===== src/rtl/dma_chain_pkg.sv =====
package dma_chain_pkg;
  localparam int ADDR_W     = 32;
  localparam int DATA_W     = 32;
  localparam int WORD_BYTES = 4;
  localparam int NUM_FIELDS = 4;
  localparam int FIELD_IW   = $clog2(NUM_FIELDS);
  localparam int CNT_W      = DATA_W - $clog2(WORD_BYTES);

  // descriptor word order (the fetch sequence depends on it)
  localparam logic [FIELD_IW-1:0] FLD_COUNT = 2'd0;
  localparam logic [FIELD_IW-1:0] FLD_SRC   = 2'd1;
  localparam logic [FIELD_IW-1:0] FLD_DST   = 2'd2;
  localparam logic [FIELD_IW-1:0] FLD_LINK  = 2'd3;

  // register port
  localparam logic [1:0] REG_HEAD   = 2'd0;
  localparam logic [1:0] REG_CTRL   = 2'd1;
  localparam logic [1:0] REG_STATUS = 2'd2;
  localparam logic [1:0] REG_CUR    = 2'd3;
  localparam int CB_START = 0;
  localparam int CB_PACE  = 1;
  localparam int CB_SHOLD = 2;
  localparam int CB_DHOLD = 3;
  localparam int CB_CLEAR = 4;

  typedef enum logic [3:0] {
    S_IDLE, S_REQ, S_FRD, S_FCAP, S_SETUP,
    S_XWAIT, S_XCAP, S_XWR, S_NEXT, S_END
  } dma_state_e;

  function automatic logic [CNT_W-1:0] words_of(input logic [DATA_W-1:0] cnt);
    return cnt[DATA_W-1:DATA_W-CNT_W];
  endfunction

  function automatic logic [ADDR_W-1:0] word_align(input logic [ADDR_W-1:0] a);
    return {a[ADDR_W-1:2], 2'b00};
  endfunction

  function automatic logic [ADDR_W-1:0] step_addr(input logic [ADDR_W-1:0] a, input logic hold);
    return hold ? a : a + ADDR_W'(WORD_BYTES);
  endfunction

  function automatic logic [ADDR_W-1:0] field_addr(input logic [ADDR_W-1:0] base,
                                                   input logic [FIELD_IW-1:0] idx);
    return base + ADDR_W'({idx, 2'b00});
  endfunction
endpackage


===== src/rtl/dma_cfg_regs.sv =====
module dma_cfg_regs
  import dma_chain_pkg::*;
(
  input  logic              clk,
  input  logic              rst_n,
  input  logic              cfg_wr,
  input  logic [1:0]        cfg_addr,
  input  logic [DATA_W-1:0] cfg_wdata,
  output logic [DATA_W-1:0] cfg_rdata,
  input  logic              busy,
  input  logic              done_set,
  input  logic              abort_set,
  input  logic [ADDR_W-1:0] cur_desc,
  output logic [ADDR_W-1:0] head,
  output logic              start_go,
  output logic              pace,
  output logic              src_hold,
  output logic              dst_hold,
  output logic              done,
  output logic              aborted
);
  logic head_wr, ctrl_wr, clr_req;

  assign head_wr  = cfg_wr && (cfg_addr == REG_HEAD) && !busy;
  assign ctrl_wr  = cfg_wr && (cfg_addr == REG_CTRL);
  assign start_go = ctrl_wr && cfg_wdata[CB_START] && !busy;
  assign clr_req  = ctrl_wr && cfg_wdata[CB_CLEAR];

  always_ff @(posedge clk) begin
    if (!rst_n) begin
      head     <= '0;
      pace     <= 1'b0;
      src_hold <= 1'b0;
      dst_hold <= 1'b0;
      done     <= 1'b0;
      aborted  <= 1'b0;
    end else begin
      if (head_wr) head <= word_align(cfg_wdata);
      if (ctrl_wr && !busy) begin
        pace     <= cfg_wdata[CB_PACE];
        src_hold <= cfg_wdata[CB_SHOLD];
        dst_hold <= cfg_wdata[CB_DHOLD];
      end
      if (done_set)     done <= 1'b1;
      else if (clr_req) done <= 1'b0;
      if (abort_set)    aborted <= 1'b1;
      else if (clr_req) aborted <= 1'b0;
    end
  end

  always_comb begin
    unique case (cfg_addr)
      REG_HEAD:   cfg_rdata = head;
      REG_CTRL:   cfg_rdata = {{(DATA_W-4){1'b0}}, dst_hold, src_hold, pace, 1'b0};
      REG_STATUS: cfg_rdata = {{(DATA_W-3){1'b0}}, aborted, done, busy};
      default:    cfg_rdata = cur_desc;
    endcase
  end
endmodule


===== src/rtl/dma_desc_regs.sv =====
module dma_desc_regs
  import dma_chain_pkg::*;
(
  input  logic                clk,
  input  logic                rst_n,
  input  logic                fld_load,
  input  logic [FIELD_IW-1:0] fld_idx,
  input  logic [DATA_W-1:0]   rdata,
  output logic [DATA_W-1:0]   cnt,
  output logic [ADDR_W-1:0]   src,
  output logic [ADDR_W-1:0]   dst,
  output logic [ADDR_W-1:0]   link
);
  logic [DATA_W-1:0] fld_q [NUM_FIELDS];

  for (genvar g = 0; g < NUM_FIELDS; g++) begin : g_field
    always_ff @(posedge clk) begin
      if (!rst_n)                                    fld_q[g] <= '0;
      else if (fld_load && fld_idx == FIELD_IW'(g))  fld_q[g] <= rdata;
    end
  end

  assign cnt  = fld_q[FLD_COUNT];
  assign src  = fld_q[FLD_SRC];
  assign dst  = fld_q[FLD_DST];
  assign link = fld_q[FLD_LINK];
endmodule


===== src/rtl/dma_mover.sv =====
module dma_mover
  import dma_chain_pkg::*;
(
  input  logic              clk,
  input  logic              rst_n,
  input  logic              load,
  input  logic              cap,
  input  logic              step,
  input  logic [ADDR_W-1:0] src_in,
  input  logic [ADDR_W-1:0] dst_in,
  input  logic [DATA_W-1:0] cnt_in,
  input  logic              src_hold,
  input  logic              dst_hold,
  input  logic [DATA_W-1:0] rdata,
  output logic [ADDR_W-1:0] src_cur,
  output logic [ADDR_W-1:0] dst_cur,
  output logic [CNT_W-1:0]  words_left,
  output logic [DATA_W-1:0] data_q
);
  always_ff @(posedge clk) begin
    if (!rst_n) begin
      src_cur    <= '0;
      dst_cur    <= '0;
      words_left <= '0;
      data_q     <= '0;
    end else begin
      if (load) begin
        src_cur    <= src_in;
        dst_cur    <= dst_in;
        words_left <= words_of(cnt_in);
      end else if (step) begin
        src_cur    <= step_addr(src_cur, src_hold);
        dst_cur    <= step_addr(dst_cur, dst_hold);
        words_left <= words_left - CNT_W'(1);
      end
      if (cap) data_q <= rdata;
    end
  end
endmodule


===== src/rtl/dma_ctrl.sv =====
module dma_ctrl
  import dma_chain_pkg::*;
(
  input  logic                clk,
  input  logic                rst_n,
  input  logic                start_go,
  input  logic [ADDR_W-1:0]   head,
  input  logic                pace,
  input  logic                bus_gnt,
  input  logic                periph_req,
  input  logic                abort,
  input  logic [DATA_W-1:0]   desc_cnt,
  input  logic [ADDR_W-1:0]   desc_link,
  input  logic [CNT_W-1:0]    words_left,
  input  logic [ADDR_W-1:0]   src_cur,
  input  logic [ADDR_W-1:0]   dst_cur,
  output logic                bus_req,
  output logic                mem_rd,
  output logic                mem_we,
  output logic [ADDR_W-1:0]   mem_addr,
  output logic                fld_load,
  output logic [FIELD_IW-1:0] fld_idx,
  output logic                xfer_load,
  output logic                word_cap,
  output logic                word_done,
  output logic                data_phase,
  output logic                periph_ack,
  output logic                busy,
  output logic                done_set,
  output logic                abort_set,
  output logic [ADDR_W-1:0]   cur_desc
);
  dma_state_e state, state_nx;
  logic abort_pend, stop;
  logic fetch_issue, rd_issue, wr_issue;

  assign stop        = abort_pend | abort;
  assign fetch_issue = (state == S_FRD) && bus_gnt;
  assign data_phase  = (state == S_XWAIT);
  assign rd_issue    = data_phase && bus_gnt && !stop && (!pace || periph_req);
  assign wr_issue    = (state == S_XWR) && bus_gnt;

  assign mem_rd     = fetch_issue | rd_issue;
  assign mem_we     = wr_issue;
  assign fld_load   = (state == S_FCAP);
  assign xfer_load  = (state == S_SETUP);
  assign word_cap   = (state == S_XCAP);
  assign word_done  = wr_issue;
  assign periph_ack = wr_issue && pace;
  assign busy       = (state != S_IDLE);
  assign bus_req    = busy && (state != S_END);
  assign done_set   = (state == S_END);
  assign abort_set  = (state == S_END) && abort_pend;

  always_comb begin
    unique case (state)
      S_XWR:   mem_addr = dst_cur;
      S_XWAIT: mem_addr = src_cur;
      default: mem_addr = field_addr(cur_desc, fld_idx);
    endcase
  end

  always_comb begin
    state_nx = state;
    unique case (state)
      S_IDLE:  if (start_go) state_nx = S_REQ;
      S_REQ:   if (stop) state_nx = S_END;
               else if (bus_gnt) state_nx = S_FRD;
      S_FRD:   if (fetch_issue) state_nx = S_FCAP;
      S_FCAP:  if (stop) state_nx = S_END;
               else if (fld_idx == FLD_LINK) state_nx = S_SETUP;
               else state_nx = S_FRD;
      S_SETUP: if (stop) state_nx = S_END;
               else if (words_of(desc_cnt) == '0) state_nx = S_NEXT;
               else state_nx = S_XWAIT;
      S_XWAIT: if (stop) state_nx = S_END;
               else if (rd_issue) state_nx = S_XCAP;
      S_XCAP:  state_nx = S_XWR;
      S_XWR:   if (wr_issue) state_nx = (words_left == CNT_W'(1)) ? S_NEXT : S_XWAIT;
      S_NEXT:  if (stop || desc_link == '0) state_nx = S_END;
               else state_nx = S_FRD;
      S_END:   state_nx = S_IDLE;
      default: state_nx = S_IDLE;
    endcase
  end

  always_ff @(posedge clk) begin
    if (!rst_n) begin
      state      <= S_IDLE;
      fld_idx    <= '0;
      cur_desc   <= '0;
      abort_pend <= 1'b0;
    end else begin
      state <= state_nx;
      if (state == S_IDLE || state == S_END) abort_pend <= 1'b0;
      else if (abort)                        abort_pend <= 1'b1;
      if (state == S_IDLE && start_go) begin
        cur_desc <= head;
        fld_idx  <= FLD_COUNT;
      end else if (state == S_FCAP && fld_idx != FLD_LINK) begin
        fld_idx <= fld_idx + FIELD_IW'(1);
      end else if (state == S_NEXT && state_nx == S_FRD) begin
        cur_desc <= word_align(desc_link);
        fld_idx  <= FLD_COUNT;
      end
    end
  end
endmodule


===== src/rtl/dma_chain_top.sv =====
module dma_chain_top
  import dma_chain_pkg::*;
(
  input  logic              clk,
  input  logic              rst_n,
  input  logic              cfg_wr,
  input  logic [1:0]        cfg_addr,
  input  logic [DATA_W-1:0] cfg_wdata,
  output logic [DATA_W-1:0] cfg_rdata,
  output logic              bus_req,
  input  logic              bus_gnt,
  output logic              mem_rd,
  output logic              mem_we,
  output logic [ADDR_W-1:0] mem_addr,
  output logic [DATA_W-1:0] mem_wdata,
  input  logic [DATA_W-1:0] mem_rdata,
  input  logic              periph_req,
  output logic              periph_ack,
  input  logic              abort,
  output logic              done
);
  logic [ADDR_W-1:0]   head, cur_desc, src_cur, dst_cur, d_src, d_dst, d_link;
  logic [DATA_W-1:0]   d_cnt;
  logic [CNT_W-1:0]    words_left;
  logic [FIELD_IW-1:0] fld_idx;
  logic start_go, pace, src_hold, dst_hold, aborted;
  logic busy, done_set, abort_set, fld_load, xfer_load, word_cap, word_done, data_phase;

  dma_cfg_regs u_regs (
    .clk(clk), .rst_n(rst_n), .cfg_wr(cfg_wr), .cfg_addr(cfg_addr),
    .cfg_wdata(cfg_wdata), .cfg_rdata(cfg_rdata), .busy(busy),
    .done_set(done_set), .abort_set(abort_set), .cur_desc(cur_desc),
    .head(head), .start_go(start_go), .pace(pace), .src_hold(src_hold),
    .dst_hold(dst_hold), .done(done), .aborted(aborted)
  );

  dma_desc_regs u_desc (
    .clk(clk), .rst_n(rst_n), .fld_load(fld_load), .fld_idx(fld_idx),
    .rdata(mem_rdata), .cnt(d_cnt), .src(d_src), .dst(d_dst), .link(d_link)
  );

  dma_mover u_mover (
    .clk(clk), .rst_n(rst_n), .load(xfer_load), .cap(word_cap), .step(word_done),
    .src_in(d_src), .dst_in(d_dst), .cnt_in(d_cnt), .src_hold(src_hold),
    .dst_hold(dst_hold), .rdata(mem_rdata), .src_cur(src_cur), .dst_cur(dst_cur),
    .words_left(words_left), .data_q(mem_wdata)
  );

  dma_ctrl u_ctrl (
    .clk(clk), .rst_n(rst_n), .start_go(start_go), .head(head), .pace(pace),
    .bus_gnt(bus_gnt), .periph_req(periph_req), .abort(abort),
    .desc_cnt(d_cnt), .desc_link(d_link), .words_left(words_left),
    .src_cur(src_cur), .dst_cur(dst_cur), .bus_req(bus_req), .mem_rd(mem_rd),
    .mem_we(mem_we), .mem_addr(mem_addr), .fld_load(fld_load), .fld_idx(fld_idx),
    .xfer_load(xfer_load), .word_cap(word_cap), .word_done(word_done),
    .data_phase(data_phase), .periph_ack(periph_ack), .busy(busy),
    .done_set(done_set), .abort_set(abort_set), .cur_desc(cur_desc)
  );
endmodule


===== config.mk =====
export PLATFORM = sky130hd
export DESIGN_NAME = dma_chain_top
export DESIGN_NICKNAME = d
export VERILOG_FILES = /design/src/rtl/dma_chain_pkg.sv /design/src/rtl/dma_cfg_regs.sv /design/src/rtl/dma_desc_regs.sv /design/src/rtl/dma_mover.sv /design/src/rtl/dma_ctrl.sv /design/src/rtl/dma_chain_top.sv
export SDC_FILE = /design/constraint.sdc
export NUM_CORES = 1
export LEC_CHECK = 0
export ABC_AREA = 0
export BUFFER_PORTS_ARGS = -buffer_cell sky130_fd_sc_hd__buf_2
export CAP_MARGIN = 20
export CORE_MARGIN = 2
export CORE_UTILIZATION = 64
export CTS_BUF_LIST = sky130_fd_sc_hd__clkbuf_8
export DETAILED_ROUTE_END_ITERATION = 8
export HOLD_SLACK_MARGIN = 0.03
export PLACE_DENSITY = 0.86
export REMOVE_ABC_BUFFERS = 1
export SLEW_MARGIN = 20
export SYNTH_ARGS = -nofsm -noshare
export SYNTH_HDL_FRONTEND = slang
export SYNTH_SLANG_ARGS = --single-unit

===== constraint.sdc =====
create_clock -name clk -period 3.87 [get_ports clk]
set_input_delay 0 -clock clk [delete_from_list [all_inputs] [get_ports clk]]
set_output_delay 0 -clock clk [all_outputs]
set_load 0.005 [all_outputs]

* Word-level counts from Yosys, hierarchy flattened
Memory sizes are Yosys's and may differ from the RTL's.
Index checks and enable logic that the tools add are counted.
** Operators by class
- Add/sub/neg operators :: 5
- Equal/unequal tests :: 21
- Mux-type cells :: 49
- Bitwise operators :: 7
- Reductions and logical operators :: 44
** Operators by type and width (number)
- $mux W32 :: 13
- $pmux W32 S3 :: 1
- $add A32 B3 Y32 const B :: 2
- $pmux W32 S2 :: 1
- $mux W30 :: 2
- $mux W4 :: 12
- $pmux W4 S9 :: 1
- $add A32 B4 Y32 :: 1
- $logic_not A32 Y1 :: 1
- $eq A30 B1 Y1 const B :: 1
- $logic_not A30 Y1 :: 1
- $sub A30 B1 Y30 const B :: 1
- $logic_and A1 B1 Y1 :: 22
- $eq A4 B3 Y1 const B :: 4
- $mux W1 :: 16
- $eq A4 B2 Y1 const B :: 3
- $reduce_bool A2 Y1 :: 5
- $eq A4 B4 Y1 const B :: 2
- $eq A2 B2 Y1 const B :: 3
- $ne A2 B1 Y1 const B :: 3
- $or A1 B1 Y1 :: 6
- $reduce_and A2 Y1 :: 3
- $eq A2 B1 Y1 const B :: 2
- $eq A4 B1 Y1 const B :: 1
- other kinds (12) :: 19
** Word-level totals
- Bits in registers :: 200
- Bits in writable memories :: 128
- Input bits :: 72
- Memories :: 1
** Memories
- u_desc.fld_q :: depth 4, width 32, read ports 4, clocked after Yosys merged registers in 0, write ports 4, RTL line dma_desc_regs.sv:14 : logic [DATA_W-1:0] fld_q [NUM_FIELDS];

* Depth between registers and ports, before layout
Gate-level depths: netlist of run 1.
- Word-level depth :: 12
- Gate-level depth with buffers :: 9

* Hierarchy
From an unflattened synthesis of run 1, not the netlist that was laid out.
** Second synthesis, totals
- Cell total of the unflattened synthesis :: 1731
- Area, all modules :: 16906.2 µm²
** By module, submodules not included
- dma_mover :: times used 1, cells an instance 800, area an instance 6726.5 µm²
- dma_desc_regs :: times used 1, cells an instance 279, area an instance 4868.4 µm²
- dma_ctrl :: times used 1, cells an instance 450, area an instance 3483.3 µm²
- dma_cfg_regs :: times used 1, cells an instance 202, area an instance 1828.0 µm²

* Least setup slack after synthesis of run 1
OpenSTA, ideal clock, no wires.
- Path kind :: register to register
- From :: register u_ctrl.state[3]
- To :: memory u_desc.fld_q[1][0] (enable)
- Arrival time :: 1.848 ns
- Slack :: 1.633 ns
- Stages on the path, launching flop included :: 7
- Path buffers :: 2
- Clock period less this slack :: 2.237 ns
- Cell sequence :: dfxtp_1 -> buf_2 -> nor2_1 -> and3_1 -> clkbuf_1 -> nand2_1 -> nand2_1
** RTL lines
- from (decl) :: RTL line dma_ctrl.sv:33 : dma_state_e state, state_nx;
- from (signal assigned) :: RTL line dma_ctrl.sv:94 : state <= state_nx;
- to (decl) :: RTL line dma_desc_regs.sv:14

* Final worst setup path of run 1
- From :: register u_ctrl.fld_idx[0]
- To :: output mem_addr[14]
** Between the ends
- Longest elaborated chain between the ends :: 2
** RTL lines
- from (decl) :: RTL line dma_ctrl.sv:22 : output logic [FIELD_IW-1:0] fld_idx,
- from (signal assigned) :: RTL line dma_ctrl.sv:101 : fld_idx <= fld_idx + FIELD_IW'(1);
- $add A32 B4 Y32 :: RTL line dma_chain_pkg.sv:45 : return base + ADDR_W'({idx, 2'b00});
- $pmux W32 S2 :: RTL line dma_ctrl.sv:56 : unique case (state)
- to (decl) :: RTL line dma_chain_top.sv:14 : output logic [ADDR_W-1:0] mem_addr,
No other way between the ends.

==> results.tsv, run 1 <==
metric	value	unit
most frequent cells in the layout	281 x nand2_1, 198 x dfxtp_1, 172 x buf_2, 142 x and2_1, 137 x a21oi_1	
initial antenna violation count	1	
post-route insts no fill	2320	
Final TNS setup	0	ps
Mapped Cells	1753	
syn avg cell area	9.00	µm²
vias in the first global route	14155	
Worst-Margin Slew	987	ps
worst skew pair latency	600	ps
Worst Path Max Fanout	8	
status	finished, final reports clean	
multi-input logic area	7450	µm²
chip width	161	µm
clk sink count	324	
setup violators final	0	
commonest non-fill, non-tap cell in the layout	nand2_1	
clk slew on worst S/H paths	60	ps
post-CTS setup buffers	0	
# nets final	2036	
crit path launch type	flop	
largest net degree at the start of global routing	80	
die area	25900	µm²
Crit-path slowest cell	and4_1	
core area	24200	µm²
register area	7750	µm²
Critical Path RT	3870	ps
min Tclk post-route	3430	ps
crit path buf inv count	2	
ys flop type	dfxtp_1	
post_cts resized	0	
final WL	50.1	mm
drt drc	0	
P_leak	6.79	nW
global-route wire length before repair	77.2	mm
synth warn	0	
IO buf count	172	
CP top delay family	simple AND/OR/NAND/NOR gates	
Pwr Density	377	nW/µm²
Setup CP Type	reg -> out	
Seq/Total Area, Yosys	0.491	
Max stage delay on crit path	590	ps
number of synthesized register bits	324	
initial core utilization	0.651	
ANT nets after route	0	
fillcell total	1684	
worst vdd ir	0.237	mV
Total GRT Usage	0.377	
pre-CTS setup slack	945	ps
root buf cell	clkbuf_8	
cell total after placement	2147	
Tcrit/Tclk final	0.886	
layout cell share with drive strength beyond 1	0.150	
endpoint type of the worst setup path	output port	
post-DP HPWL	31.2	mm
Post-synth EDFFs	126	
worst endpoint data arrival time	3430	ps
synth-to-layout area growth	17.4	%
vias per cell	6.58	
Initial DRC Count	2312	
detailed-router iteration count before antenna repair	9	
Rows	57	
# H-tree levels	2	
Max-cap violations	0	
Die Y	161	µm
CTS max path bufs	3	
Design Area, Final	18500	µm²
cell breakdown of the critical path	ha_1, inv_1, fa_1, nor2b_1, and4_1, nand2_1, xor2_1, o21ai_0, buf_2	
Synth cell types	78	
post-synthesis async set-or-reset flop share	0	
clock buffer count from CTS	52	
RSZ-0062 raised after global routing	no	
via count	15262	
fmax	292	MHz
Slew HR	0.342	
overflow left after global routing	0	
Post-DP Area	16800	µm²
mapped cell area	15800	µm²
setup ws final	440	ps
CTS tree	yes	
final worst clock skew	25.6	ps
Avg WL per Cell	21.6	µm
Slew Viols, Final	0	
# IOs	173	
final hold violation count	0	
hold slack	204	ps
Worst Hold Class	in -> reg	
GPL Wtd Cong	0.945	
-- synth_stat cells (26+ instances only) --
library cell	count	share of area
a22oi_1	33	0.016
a22o_1	31	0.017
o21ai_1	38	0.012
xnor2_1	44	0.024
clkbuf_1	97	0.023
nand3_1	46	0.015
edfxtp_1	126	0.24
a21oi_1	137	0.043
dfxtp_1	198	0.25
nand4_1	31	0.012
nand2_1	283	0.067
nor2_1	59	0.014
o21ai_0	92	0.029
nor4_1	42	0.017
and2_1	142	0.056
nor3_1	26	0.0082
a31oi_1	55	0.022
-- metal layers --
metal | up-vias | global-route usage | share of wire
li1 | 6758 | - | -
met1 | 7022 | 0.521 | 0.37
met2 | 1265 | 0.576 | 0.44
met3 | 217 | 0.0693 | 0.14
met4 | 0 | 0.187 | 0.058
met5 | - | 0 | 0
-- timing repair --
action / in CTS / in global routing
hold buffers: 76 / 0
hold endpoints to repair: 216 / 0
setup endpoints to repair: 0 / 0
-- power by group --
group,internal [mW],switching [mW],total [mW]
clock,1.43,1.38,2.82
sequential,3.62,0.0810,3.70
combinational,0.176,0.278,0.455
total,5.23,1.74,6.97
-- cell type report --
class | instances | share of cell area
Clock buffer | 61 | 0.0453
Multi-Input combinational cell | 1275 | 0.402
Clock inverter | 35 | 0.00804
Inverter | 27 | 0.00561
Tap cell | 324 | 0.0219
Timing Repair Buffer | 273 | 0.0984
Antenna cell | 1 | 0.000135
Sequential cell | 324 | 0.418
-- worst min-delay path, stage by stage --
cell           delay (ps)
dlygate4sd3_1         530
buf_2                 120
nand2_1                50
a21oi_1                50
-- final timing paths --
| path | startpoint | slack (ps) | depth (start not counted) | to |
|---|---|---|---|---|
| worst min-delay path | cfg_wdata[28] | 200 | 4 | u_regs.head[28] |
| worst max register to register | u_ctrl.state[1] | 770 | 6 | u_regs.pace |
| worst max-delay path | u_ctrl.fld_idx[0] | 440 | 9 | mem_addr[14] |
| worst min register to register | u_mover.data_q[23] | 450 | 2 | u_mover.data_q[23] |
-- state kept, by name, indices dropped and copies added, names as in the netlist --
name                cells
u_ctrl.state            4
u_mover.data_q         32
u_regs.done             1
u_ctrl.fld_idx          2
u_regs.pace             1
u_mover.words_left     30
u_ctrl.abort_pend       1
u_regs.dst_hold         1
u_ctrl.cur_desc        30
u_desc.fld_q          126
u_regs.src_hold         1
u_mover.dst_cur        32
u_mover.src_cur        32
u_regs.head            30
u_regs.aborted          1
-- metrics by stage --
stage | utilization | power [mW]
finish | 0.764 | 6.97
global route | 0.764 | 7.15
CTS | 0.763 | 6.95
detailed placement | 0.691 | 4.14
global placement | 0.691 | 4.13
floorplan | - | 3.92
-- cell families (layout without fill, tap and decap cells) --
group                    after synthesis  in the layout  share of synthesized area
AND/OR/NAND/NOR                      732            732                      0.241
flip-flops                           324            324                      0.491
buffers and inverters                154            396                     0.0389
XOR/XNOR                              66             66                     0.0366
adder cells (fa/ha/maj)               11             11                    0.00920
AO/OA/AOI/OAI                        461            461                      0.179
multiplexers                           5              5                    0.00412
other                                  0              1                          0
(Power assumes the default switching activity.)
==> run 2, diff against run 1 <==
--- a/config.mk
+++ b/config.mk
@@ -8,12 +8,15 @@
 export ABC_AREA = 0
 export BUFFER_PORTS_ARGS = -buffer_cell sky130_fd_sc_hd__buf_2
 export CAP_MARGIN = 20
+export CELL_PAD_IN_SITES_DETAIL_PLACEMENT = 0
+export CELL_PAD_IN_SITES_GLOBAL_PLACEMENT = 1
 export CORE_MARGIN = 2
-export CORE_UTILIZATION = 64
+export CORE_UTILIZATION = 50
 export CTS_BUF_LIST = sky130_fd_sc_hd__clkbuf_8
+export CTS_CLUSTER_DIAMETER = 80
 export DETAILED_ROUTE_END_ITERATION = 8
 export HOLD_SLACK_MARGIN = 0.03
-export PLACE_DENSITY = 0.86
+export PLACE_DENSITY_LB_ADDON = 0.1
 export REMOVE_ABC_BUFFERS = 1
 export SLEW_MARGIN = 20
 export SYNTH_ARGS = -nofsm -noshare
==> results.tsv, run 2 (same netlist as run 1, synthesis figures left out) <==
metric	value	unit	change
Avg WL per Cell	21.8	µm	+1.1%
Slew Viols, Final	0		unchanged
Rows	65		+14%
Worst Hold Class	in -> reg		
Setup CP Type	reg -> out		
die area	33000	µm²	+27%
Ant. Diodes	0		-1
setup violators final	0		unchanged
worst skew pair latency	610	ps	about the same
post-DP HPWL	35.5	mm	+14%
layout cell share with drive strength beyond 1	0.158		+0.00854
CP endpoint	mem_addr[16]		
global-route wire length before repair	81.0	mm	+5.0%
ANT nets after route	0		unchanged
worst reg-to-reg path cell count	6		unchanged
# IOs	173		unchanged
fillcell total	2841		+69%
Slew HR	0.343		+0.000830
worst reg2reg path endpoint	u_regs.pace		
largest net degree at the start of global routing	95		+19%
crit path launch type	flop		
CTS max path bufs	3		unchanged
final WL	52.9	mm	+5.5%
fmax	308	MHz	+5.5%
endpoint type of the worst setup path	output port		
synth-to-layout area growth	19.4	%	
detailed-router iteration count before antenna repair	7		-2
clk slew on worst S/H paths	70	ps	about the same
IO buf count	172		unchanged
core area	31300	µm²	+29%
Worst-Margin Slew	985	ps	-1.25 ps
post_cts resized	0		unchanged
post-CTS setup buffers	0		unchanged
final worst clock skew	20.4	ps	-5.18 ps
overflow left after global routing	0		unchanged
via count	14535		-4.8%
commonest non-fill, non-tap cell in the layout	nand2_1		
worst endpoint data arrival time	3250	ps	-180 ps
Total GRT Usage	0.317		-0.0604
Overall Power	7.18	mW	+3.0%
chip width	182	µm	+13%
Tcrit/Tclk final	0.840		-0.0462
worst vdd ir	0.315	mV	+33%
Critical Path Start	u_ctrl.fld_idx[0]		
drt drc	0		unchanged
most frequent cells in the layout	282 x nand2_1, 198 x dfxtp_1, 172 x buf_2, 142 x and2_1, 137 x a21oi_1		
# nets final	2055		+0.93%
Initial DRC Count	1424		-38%
clk sink count	324		unchanged
Critical Path RT	3870	ps	about the same
RSZ-0062 raised after global routing	no		
Largest Register	u_desc.fld_q		
min Tclk post-route	3250	ps	-179 ps
Largest register FFs	126		unchanged
# H-tree levels	2		unchanged
vias in the first global route	13937		-1.5%
Max-cap violations	0		unchanged
root buf cell	clkbuf_8		
Core Util, Final	0.602		-0.162
clock buffer count from CTS	56		+7.7%
Die Y	182	µm	+13%
initial core utilization	0.504		-0.147
Worst Path Max Fanout	8		unchanged
CTS tree	yes		
GPL Wtd Cong	0.925		-2.1%
P_leak	6.85	nW	+0.91%
vias per cell	6.00		-8.8%
Design Area, Final	18800	µm²	+1.7%
Post-DP Area	16900	µm²	+0.93%
R2R setup slack	790	ps	+20 ps
Pwr Density	381	nW/µm²	+1.2%
status	finished, final reports clean		
RR Startpoint	u_ctrl.state[1]		
final hold violation count	0		unchanged
initial antenna violation count	5		+4
hold_buf cts	85		+12%
run 2: routing by layer:
layer / wire [µm] / GRT usage
met1: 23100 / 0.443
met2: 24000 / 0.501
met3: 4180 / 0.0497
met4: 1590 / 0.111
met5: 0 / 0
run 2: through the flow:
stage / worst slack (ps) / hold WS, ps / std cells / TNS, ps
final: 619 / 102 / 2422 / 0
after global routing: 436 / 110 / 2422 / 0
after CTS: 671 / 57.8 / 2422 / 0
after detailed placement: 1060 / 248 / 2231 / 0
after global placement: 1120 / 243 / 2231 / 0
after floorplan: -3110 / 83.3 / 1626 / -136060
run 2: critical path, cell delays in order, from the launching register on:
cell     delay (ps)
dfxtp_1         410
ha_1            200
inv_1            50
fa_1            440
nor2b_1         280
and4_1          540
nand4_1         170
xor2_1          170
o21ai_1         210
buf_2           160
run 2: worst min-delay path by stage:
stage                  start  slack [ps]              end  cells past startpoint
3_3_place_gp   cfg_wdata[30]         240  u_regs.head[30]                      3
3_5_place_dp    cfg_wdata[1]         250      u_regs.pace                      3
5_1_grt          cfg_addr[1]         110  u_regs.head[17]                      5
6_report         cfg_addr[1]         100  u_regs.head[17]                      5
4_1_cts          cfg_addr[1]          60  u_regs.head[17]                      5
2_1_floorplan    cfg_addr[1]          80     cfg_rdata[3]                      1
run 2: final cells by class:
type	count	area, µm²	area share
multi-input combinational	1275	7440	0.395
clock buffer	61	840	0.0446
inverter	27	104	0.00551
tap	402	503	0.0267
clock inverter	45	236	0.0126
timing repair buffer	288	1970	0.105
sequential	324	7750	0.411
run 2: power by group:
part | internal, mW | total [mW] | leakage (nW) | switching (mW)
Sequential | 3.62 | 3.70 | 2.90 | 0.0810
Clock | 1.53 | 3.01 | 0.626 | 1.48
Combinational | 0.182 | 0.464 | 3.33 | 0.282
Total | 5.34 | 7.18 | 6.85 | 1.84
